### config.mk
export PLATFORM = sky130hd
export DESIGN_NAME = thr_alert_top
export DESIGN_NICKNAME = d
export VERILOG_FILES = /design/src/rtl/thr_pkg.sv /design/src/rtl/thr_cmp.sv /design/src/rtl/thr_flag_core.sv /design/src/rtl/thr_pin_drv.sv /design/src/rtl/thr_alert_top.sv
export SDC_FILE = /design/constraint.sdc
export NUM_CORES = 1
export LEC_CHECK = 0
export BUFFER_PORTS_ARGS = -buffer_cell sky130_fd_sc_hd__clkbuf_2
export CORE_MARGIN = 5
export CORE_UTILIZATION = 45
export CTS_CLUSTER_DIAMETER = 40
export DETAILED_ROUTE_END_ITERATION = 8
export GPL_TIMING_DRIVEN = 0
export PLACE_DENSITY = 0.78
export SYNTH_ARGS = -nofsm -noshare
export SYNTH_HDL_FRONTEND = slang
export SYNTH_SLANG_ARGS = --single-unit
export TNS_END_PERCENT = 50
### constraint.sdc
create_clock -name clk -period 1.85 [get_ports clk]
set_clock_uncertainty 0.05 [all_clocks]
set_input_delay 0.185 -clock clk [delete_from_list [all_inputs] [get_ports clk]]
set_output_delay 0.185 -clock clk [all_outputs]
set_load 0.02 [all_outputs]
### src/rtl/thr_pkg.sv
package thr_pkg;
  localparam int TEMP_W = 16;

  typedef struct packed {
    logic above;  // result strictly greater than high limit
    logic below;  // result strictly less than low limit
  } thr_cmp_t;
endpackage

### src/rtl/thr_cmp.sv
module thr_cmp
  import thr_pkg::*;
#(
  parameter int W = TEMP_W
) (
  input  logic [W-1:0] result,
  input  logic [W-1:0] lim_hi,
  input  logic [W-1:0] lim_lo,
  output thr_cmp_t     cmp
);
  always_comb begin
    cmp.above = $signed(result) > $signed(lim_hi);
    cmp.below = $signed(result) < $signed(lim_lo);
  end
endmodule

### src/rtl/thr_flag_core.sv
module thr_flag_core
  import thr_pkg::*;
(
  input  logic     clk,
  input  logic     rst_n,
  input  logic     conv_done,
  input  thr_cmp_t cmp,
  input  logic     therm_mode,
  input  logic     cfg_rd,
  input  logic     ara_ack,
  output logic     flag_hi,
  output logic     flag_lo,
  output logic     alert_act,
  output logic     mode_q
);
  logic hi_q, lo_q, act_q;
  logic hi_n, lo_n, act_n, mode_n;
  logic en, mode_chg;
  logic base_hi, base_lo, base_act;

  assign en       = conv_done | cfg_rd | ara_ack;
  assign mode_chg = conv_done & (therm_mode != mode_q);

  // next-state
  always_comb begin
    hi_n   = hi_q;
    lo_n   = lo_q;
    act_n  = act_q;
    mode_n = mode_q;
    // state a conversion starts from; a mode switch discards old flags
    base_hi  = mode_chg ? 1'b0 : hi_q;
    base_lo  = mode_chg ? 1'b0 : lo_q;
    base_act = mode_chg ? 1'b0 : act_q;
    if (conv_done) begin
      mode_n = therm_mode;
      if (therm_mode) begin
        hi_n  = base_hi ? ~cmp.below : cmp.above;
        lo_n  = 1'b0;
        act_n = hi_n;
      end else begin
        if (cfg_rd) begin
          base_hi  = 1'b0;
          base_lo  = 1'b0;
          base_act = 1'b0;
        end
        if (ara_ack) begin
          base_act = 1'b0;
        end
        hi_n  = base_hi | cmp.above;
        lo_n  = base_lo | cmp.below;
        act_n = base_act | cmp.above | cmp.below;
      end
    end else if (!mode_q) begin
      if (cfg_rd) begin
        hi_n  = 1'b0;
        lo_n  = 1'b0;
        act_n = 1'b0;
      end else if (ara_ack) begin
        act_n = 1'b0;
      end
    end
  end

  // registers
  always_ff @(posedge clk or negedge rst_n) begin
    if (!rst_n) begin
      hi_q   <= 1'b0;
      lo_q   <= 1'b0;
      act_q  <= 1'b0;
      mode_q <= 1'b0;
    end else if (en) begin
      hi_q   <= hi_n;
      lo_q   <= lo_n;
      act_q  <= act_n;
      mode_q <= mode_n;
    end
  end

  assign flag_hi   = hi_q;
  assign flag_lo   = lo_q;
  assign alert_act = act_q;
endmodule

### src/rtl/thr_pin_drv.sv
module thr_pin_drv (
  input  logic alert_act,
  input  logic alert_pol,
  output logic alert_o
);
  // pol=1: active high, pol=0: active low
  assign alert_o = alert_pol ? alert_act : ~alert_act;
endmodule

### src/rtl/thr_alert_top.sv
module thr_alert_top
  import thr_pkg::*;
#(
  parameter int W = TEMP_W
) (
  input  logic         clk,
  input  logic         rst_n,
  input  logic         conv_done,
  input  logic [W-1:0] result,
  input  logic [W-1:0] lim_hi,
  input  logic [W-1:0] lim_lo,
  input  logic         therm_mode,
  input  logic         alert_pol,
  input  logic         cfg_rd,
  input  logic         ara_ack,
  output logic         flag_hi,
  output logic         flag_lo,
  output logic         alert_o
);
  thr_cmp_t cmp;
  logic     alert_act;
  logic     mode_q;

  thr_cmp #(.W(W)) u_cmp (
    .result (result),
    .lim_hi (lim_hi),
    .lim_lo (lim_lo),
    .cmp    (cmp)
  );

  thr_flag_core u_core (
    .clk        (clk),
    .rst_n      (rst_n),
    .conv_done  (conv_done),
    .cmp        (cmp),
    .therm_mode (therm_mode),
    .cfg_rd     (cfg_rd),
    .ara_ack    (ara_ack),
    .flag_hi    (flag_hi),
    .flag_lo    (flag_lo),
    .alert_act  (alert_act),
    .mode_q     (mode_q)
  );

  thr_pin_drv u_pin (
    .alert_act (alert_act),
    .alert_pol (alert_pol),
    .alert_o   (alert_o)
  );
endmodule

After elaboration in Yosys (flattened, before gate mapping):

Cells that the tools add are included.

* output and inout port bits: 3
* bits of input ports: 55
* bits in registers: 4
* word-level logic and storage cells: 48

* bitwise logic cells: 9
* eq/ne operators: 2
* reductions and logical operators: 5
* multiplexer cells: 26
* order comparisons: 2

Operators with widths (number)
* 2-to-1 mux 1 bit: 26
* greater-than comparator 16 bit: 1
* < comparator 16 bit: 1
* bitwise OR 1 bit: 6
* AND reduction 3 bit: 2
* nonzero test 3 bit: 1
* != test 2 bit (second input constant): 1
* inverter 1 bit: 2
* AND reduction 2 bit: 1
* nonzero test 2 bit: 1
* AND 1 bit: 1
* != test 1 bit: 1

Logic depth before layout (Yosys ltp):

Gate-level depths: netlist (run 1).

* word-level depth: 11
* mapped depth: 8

Cells and area by module:

A second synthesis (run 1) with hierarchy kept.

* cells, all modules: 138
* area total of the unflattened synthesis: 1032.2 µm²

Modules (own cells, without submodules)
* thr_cmp: cells each 112, instances 1, area each 802.0 µm²
* thr_flag_core: cells each 25, instances 1, area each 221.5 µm²
* thr_pin_drv: cells each 1, instances 1, area each 8.8 µm²

Least setup slack after synthesis (run 1):

OpenSTA, ideal clock, no wires.

* path type: input port to flip-flop
* start: in lim_lo[13]
* end: reg u_core.act_q, in the netlist u_core.alert_act
* slack: -141 ps
* stages: 8
* buffers on the path: 0
* library setup time: 96 ps
* required time: 1704 ps
* arrival time: 1845 ps
* path through: inv_1 ha_1 nand4_2 nor3_2 or4b_1 a31oi_2 nor3b_1 o32ai_2

* longest elaborated chain between the ends: 5
* elaborated cells between the ends (all ways): 6
* classes of those cells: 1 x order compare; 3 x mux; 2 x bitwise

Ends and longest elaborated chain
* start: declaration: line thr_alert_top.sv:11 `input logic [W-1:0] lim_lo,`
* < comparator 16 bit *: line thr_cmp.sv:13 `cmp.below = $signed(result) < $signed(lim_lo);`
* inverter 1 bit: line thr_flag_core.sv:37 `hi_n = base_hi ? ~cmp.below : cmp.above;`
* 2-to-1 mux 1 bit: line thr_flag_core.sv:37
* 2-to-1 mux 1 bit *: line thr_flag_core.sv:36 `if (therm_mode) begin`
* 2-to-1 mux 1 bit *: line thr_flag_core.sv:34 `if (conv_done) begin`
* end signal: assignment: line thr_flag_core.sv:74 `act_q <= act_n;`
* end: declaration: line thr_flag_core.sv:16 `logic hi_q, lo_q, act_q;`

Every way passes the cells marked *; elsewhere a longest branch is shown, timed or not.
A chain may end at the register's enable or synchronous reset.

Final worst setup path (run 1):

* start: in result[10]
* end: reg u_core.lo_q, in the netlist u_core.flag_lo

* longest elaborated chain between the ends: 4

Ends and longest elaborated chain
* start: declaration: line thr_alert_top.sv:9 `input logic [W-1:0] result,`
* < comparator 16 bit: line thr_cmp.sv:13
* bitwise OR 1 bit: line thr_flag_core.sv:50 `lo_n = base_lo | cmp.below;`
* 2-to-1 mux 1 bit: line thr_flag_core.sv:36
* 2-to-1 mux 1 bit: line thr_flag_core.sv:34
* end signal: assignment: line thr_flag_core.sv:73 `lo_q <= lo_n;`
* end: declaration: line thr_flag_core.sv:16

Every way passes these cells.

==> results_dict.tcl, run 1 <==
set metrics [dict create \
    grt_antenna_before_repair 0 \
    period_minus_slack_ns 1.88 \
    violations "negative setup slack" \
    globalplace.congestion 0.913 \
    cpPeakStageDelay_ns 0.39 \
    critPathArrivalTime_ns 1.96 \
    clock-sinks 4 \
    rows 18 \
    finalNetCount 308 \
    reg2reg_to "u_core.alert_act" \
    dp_hpwl_um 2800 \
    synthTopCellsByCount "35 x inv_1, 31 x ha_1, 15 x a21oi_1, 15 x nand2_1, 6 x nor2_1" \
    crit_required_ns 1.93 \
    grt.total_usage 0.203 \
    diodes 0 \
    ys_ff_latch 4 \
    initial_core_util 0.458 \
    boundaryPins 58 \
    routedWlPerCell_um 16.9 \
    worst_pin_slew_ns 0.427 \
    syn_nets 238 \
    worstHoldStart "therm_mode" \
    timing.rr.start "u_core.mode_q" \
    yosys-top-cells-area "ha_1 35%, inv_1 12%, dfrtp_1 9.0%" \
    layout_setup_ws_ns -0.0306 \
    io_buffers 56 \
    die_y_um 59.8 \
    ant_nets 0 \
    hold_viol_final 0 \
    crit_chain "buf_6 > ha_1 > nand2_2 > nor3_4 > buf_4 > a2111oi_4 > a31oi_4 > buf_6 > buf_4 > o32ai_2" \
    clk_latency_ns 0.24 \
    syn_avg_cell_area_um2 7.33 \
    ir_drop_mv 0.404 \
    synth_flop_cell "dfrtp_1" \
    ff_latch_area_um2 100 \
    yosys_warnings 0 \
    routed_wl_um 4220 \
    area_growth_syn_to_layout_pct 70.4 \
    synthMostInstantiatedCell "inv_1" \
    min_period_over_period 1.02 \
    drcViolationCount 0 \
    placed_cell_area_um2 1550 \
    htree_levels 1 \
    dr.pass1.iters 4 \
    maxSlewHeadroom 0.715 \
    finalSetupTns_ns -0.0345 \
    nFillCells 166 \
    yosysTopAreaCell "ha_1" \
    root_buffer "clkbuf_4" \
    drive_gt1_frac 0.495 \
    post-route-cell-area_um2 1900 \
    min_to "u_core.flag_lo" \
    grt_pass1_wl_um 5620 \
    vias 1417 \
    synth_edf_count 0 \
    async_reset_ff_frac 1.00 \
    grt_start_max_net_pins 9 \
    vias_per_cell 5.67 \
    cts_buffers 3 \
    critical_path.endpoint_type "flop" \
    reg2reg_depth 5 \
    slew_violations 0 \
    worstSetupPathType "in2reg" \
    drtIter0Drc 51 \
    clock.fmax_ghz 0.532 \
    regToRegSetupSlack_ns 0.24 \
    hold_class "in2reg" \
    die_w_um 59.8 \
    rsz0062_at_grt "true" \
    clk_pin_slew_ns 0.04 \
    clockBufferDepth 2 \
    yosys.area.top_type_share 0.348 \
    syn-cell-area_um2 1110 \
    yosysSeqAreaShare 0.0898 \
    first_global_vias 1387 \
    setup_viol 2 \
    p_per_area_nw_per_um2 387 \
    p_leak_nw 0.975 \
    critPathSlowestCell "a2111oi_4" \
    grt_overflow 0 \
    multiInputGateArea_um2 1160 \
    hold_depth 2 \
    cap_violations 0 \
    synthCells 152 \
    cp-start-kind "input port" \
    die-area_um2 3570 \
    status "complete, but fails checks" \
    core_um2 2430 \
    cts_tree "built" \
    ys_types 37 \
    cp_max_fo 3 \
]
-- layout make-up --
class                           count  area share
Clock buffer                        3      0.0119
Tap cell                           30      0.0198
Buffer                              2     0.00593
Timing Repair Buffer               65       0.219
Inverter                           35      0.0771
Multi-Input combinational cell    111       0.613
Sequential cell                     4      0.0527
-- power breakdown --
part | leakage (nW) | internal, mW | switching, mW
sequential | 0.0494 | 0.103 | 0.0137
clock | 0.0138 | 0.0728 | 0.0387
combinational | 0.912 | 0.251 | 0.257
total | 0.975 | 0.426 | 0.309
-- flip-flops by register name, indices dropped and copies added, names as in the netlist --
name / flops
u_core.mode_q: 1
u_core.alert_act: 1
u_core.flag_hi: 1
u_core.flag_lo: 1
-- stage by stage --
| stage | setup slack [ns] | power, mW | cells | util | hold WS, ns |
|---|---|---|---|---|---|
| after floorplan | -0.00467 | 0.356 | 152 | - | -0.161 |
| after global placement | -0.353 | 0.476 | 238 | 0.637 | -0.0589 |
| after detailed placement | -0.404 | 0.495 | 238 | 0.637 | -0.0592 |
| after CTS | -0.0150 | 0.645 | 246 | 0.686 | 0.136 |
| after global routing | -0.0725 | 0.791 | 250 | 0.781 | 0.178 |
| final | -0.0306 | 0.735 | 250 | 0.781 | 0.186 |
-- critical path: cells and delay by family --
| family | cells | cell delay (ns) |
|---|---|---|
| compound gates | 3 | 0.77 |
| buf+inv | 4 | 0.52 |
| fa+ha+maj | 1 | 0.30 |
| simple gates | 2 | 0.18 |
-- timing repair --
action | in CTS | in global routing
hold endpoints to repair | 4 | 0
resized for setup | 10 | 40
pin swaps | 10 | 13
setup buffers | 4 | 4
setup endpoints to repair | 2 | 3
hold buffers | 1 | 0
cloned | 0 | 0
-- cells by family after synthesis --
kind of cell | after synthesis | share of synthesized area
AOI/OAI and AO/OA | 36 | 0.219
muxes | 1 | 0.0101
xor gates and xnor gates | 2 | 0.0157
DFF | 4 | 0.0898
adders and majority gates | 31 | 0.348
and+or+nand+nor | 41 | 0.190
buffers and inverters | 37 | 0.128
-- worst max-delay path by stage --
stage / from / endpoint / slack [ns] / depth (start not counted)
after floorplan: lim_lo[15] / u_core.alert_act / -0.005 / 8
after global placement: lim_lo[15] / u_core.alert_act / -0.35 / 9
after detailed placement: lim_lo[15] / u_core.alert_act / -0.40 / 9
after CTS: result[5] / u_core.alert_act / -0.02 / 8
after global routing: result[10] / u_core.flag_lo / -0.07 / 10
final: result[10] / u_core.flag_lo / -0.03 / 10
-- layer usage --
| layer | track usage | share of wire |
|---|---|---|
| met1 | 0.206 | 0.36 |
| met3 | 0.0216 | 0.048 |
| met5 | 0 | 0 |
| met4 | 0.0918 | 0.065 |
| met2 | 0.404 | 0.53 |
-- cells in the final DEF (no fill, tap or decap), types with 2 or more instances in the layout --
| cell | netlist | final |
|---|---|---|
| nand3_1 | 3 | 3 |
| clkbuf_4 | 0 | 3 |
| nor2_1 | 6 | 6 |
| buf_6 | 0 | 8 |
| o21a_1 | 2 | 2 |
| nand2b_1 | 2 | 2 |
| dfrtp_1 | 4 | 4 |
| a21oi_2 | 0 | 2 |
| a21oi_1 | 15 | 13 |
| buf_4 | 1 | 8 |
| clkbuf_2 | 0 | 47 |
| ha_4 | 0 | 14 |
| nand4_1 | 4 | 4 |
| o21ai_0 | 5 | 4 |
| inv_1 | 35 | 27 |
| nand2_1 | 15 | 12 |
| inv_2 | 0 | 6 |
| nand2_2 | 0 | 3 |
| a21o_1 | 2 | 2 |
| nor3_1 | 3 | 2 |
| ha_1 | 31 | 17 |
Power figures use the tool's default switching activity.
==> run 2, diff against run 1 <==
- PLACE_DENSITY: 0.78 -> 0.77
==> run 2 against run 1 <==
The flow still finishes with violations (negative setup slack). Setup slack better by 0.0094 ns. Flip-flop and latch count unchanged. Non-clock buffer count unchanged.
==> results_dict.tcl, run 2 (synthesis gave the netlist of run 1 again) <==
set metrics [dict create \
    status "complete, but fails checks" \
    violations "negative setup slack" \
    diodes 0 \
    vias_per_cell 5.52 \
    ant_nets 0 \
    hold_viol_final 0 \
    drcViolationCount 0 \
    area_growth_syn_to_layout_pct 66.0 \
    crit_required_ns 1.94 \
    boundaryPins 58 \
    period_minus_slack_ns 1.87 \
    die_y_um 59.8 \
    worstHoldStart "therm_mode" \
    core_um2 2430 \
    final_cell_mix "52 x clkbuf_2, 29 x inv_1, 18 x ha_1" \
    p_int_mw 0.414 \
    finalPower_mw 0.710 \
    hold_class "in2reg" \
    htree_levels 1 \
    switching_share 0.417 \
    clock.fmax_ghz 0.534 \
    timing.rr.start "u_core.mode_q" \
    placedCellCount 238 \
    p_leak_nw 0.969 \
    io_buffers 56 \
    regToRegSetupSlack_ns 0.12 \
    setup_viol 1 \
    grt_start_max_net_pins 9 \
    cp_max_fo 4 \
    rsz0062_at_grt "true" \
    cts_tree "built" \
    critPathArrivalTime_ns 1.96 \
    power_frac_clock 0.149 \
    holdWs_ns 0.161 \
    finalNetCount 308 \
    first_global_vias 1422 \
    p_seq_frac 0.166 \
    cp-start-kind "input port" \
    worst_pin_slew_ns 0.447 \
    ir_drop_mv 0.353 \
    clk_latency_ns 0.23 \
    cts_buffers 3 \
    die-area_um2 3570 \
    reg2reg_to "u_core.alert_act" \
    stdcell_count 250 \
    grt_pass1_wl_um 5720 \
    min_to "u_core.flag_lo" \
    grt_overflow 0 \
    cap_violations 0 \
    slew_violations 0 \
    clockBufferDepth 2 \
    finalSetupTns_ns -0.0212 \
    clock-sinks 4 \
    p_switching_mw 0.296 \
    drtIter0Drc 62 \
    reg2reg_depth 5 \
    grt_antenna_before_repair 0 \
    min_period_over_period 1.01 \
    routed_wl_um 3710 \
    mostFrequentLayoutCell "clkbuf_2" \
    drive_gt1_frac 0.482 \
    dr.pass1.iters 5 \
    place_ws_ns -0.392 \
    routedWlPerCell_um 14.8 \
    fin_util 0.761 \
    globalplace.congestion 0.893 \
    hold_depth 2 \
    layout_setup_ws_ns -0.0212 \
    post-route-cell-area_um2 1850 \
    vias 1380 \
    p_comb_frac 0.686 \
    dp_hpwl_um 2740 \
    critical_path.endpoint_type "flop" \
    clk_pin_slew_ns 0.03 \
    initial_core_util 0.458 \
    p_per_area_nw_per_um2 384 \
    worstSetupPathType "in2reg" \
    placed_cell_area_um2 1550 \
    rows 18 \
    die_w_um 59.8 \
    root_buffer "clkbuf_4" \
    grt.total_usage 0.205 \
    maxSlewHeadroom 0.699 \
]
==> run 2: final cells by class <==
type,count,area (µm²)
Multi-Input combinational cell,111,1160
Fill cell,156,582
Timing Repair Buffer,65,374
Inverter,35,146
Sequential cell,4,100
Tap cell,30,37.5
Clock buffer,3,22.5
Buffer,2,11.3
==> run 2: power by group through the flow <==
stage               clock network [mW]  logic, mW  registers [mW]
floorplan                            0      0.233           0.123
global placement                     0      0.360           0.117
detailed placement                   0      0.375           0.118
CTS                              0.105      0.420           0.117
global route                     0.117      0.532           0.119
finish                           0.106      0.487           0.118
==> run 2: worst max-delay path: stages <==
cell and delay [ns]:
buf_2 0.14, ha_4 0.28, nand2_2 0.07, nor3_4 0.18, or4b_4 0.49, a31oi_4 0.25, nor3b_4 0.08, o32ai_4 0.28
==> run 2: per-layer routing <==
layer,GRT usage,vias up,share of wire
li1,-,670,-
met1,0.223,616,0.38
met2,0.412,78,0.52
met3,0.0194,16,0.071
met4,0.0538,0,0.030
met5,0,-,0
==> run 2: what timing repair did <==
| item | 4_1_cts | 5_1_grt |
|---|---|---|
| pin swaps | 14 | 12 |
| gates resized for setup | 16 | 17 |
| endpoints found under the hold margin | 4 | 0 |
| setup endpoints to repair | 2 | 3 |
| hold buffers | 1 | 0 |
| setup buffers | 5 | 3 |
==> run 2: worst max path at each step <==
stage | startpoint | to | slack [ns] | depth (start not counted)
finish | result[9] | u_core.alert_act | -0.02 | 8
CTS | lim_lo[13] | u_core.alert_act | -0.03 | 9
global placement | lim_lo[15] | u_core.alert_act | -0.36 | 9
floorplan | lim_lo[15] | u_core.alert_act | -0.005 | 8
global route | lim_lo[11] | u_core.alert_act | -0.08 | 9
detailed placement | lim_lo[15] | u_core.alert_act | -0.39 | 9
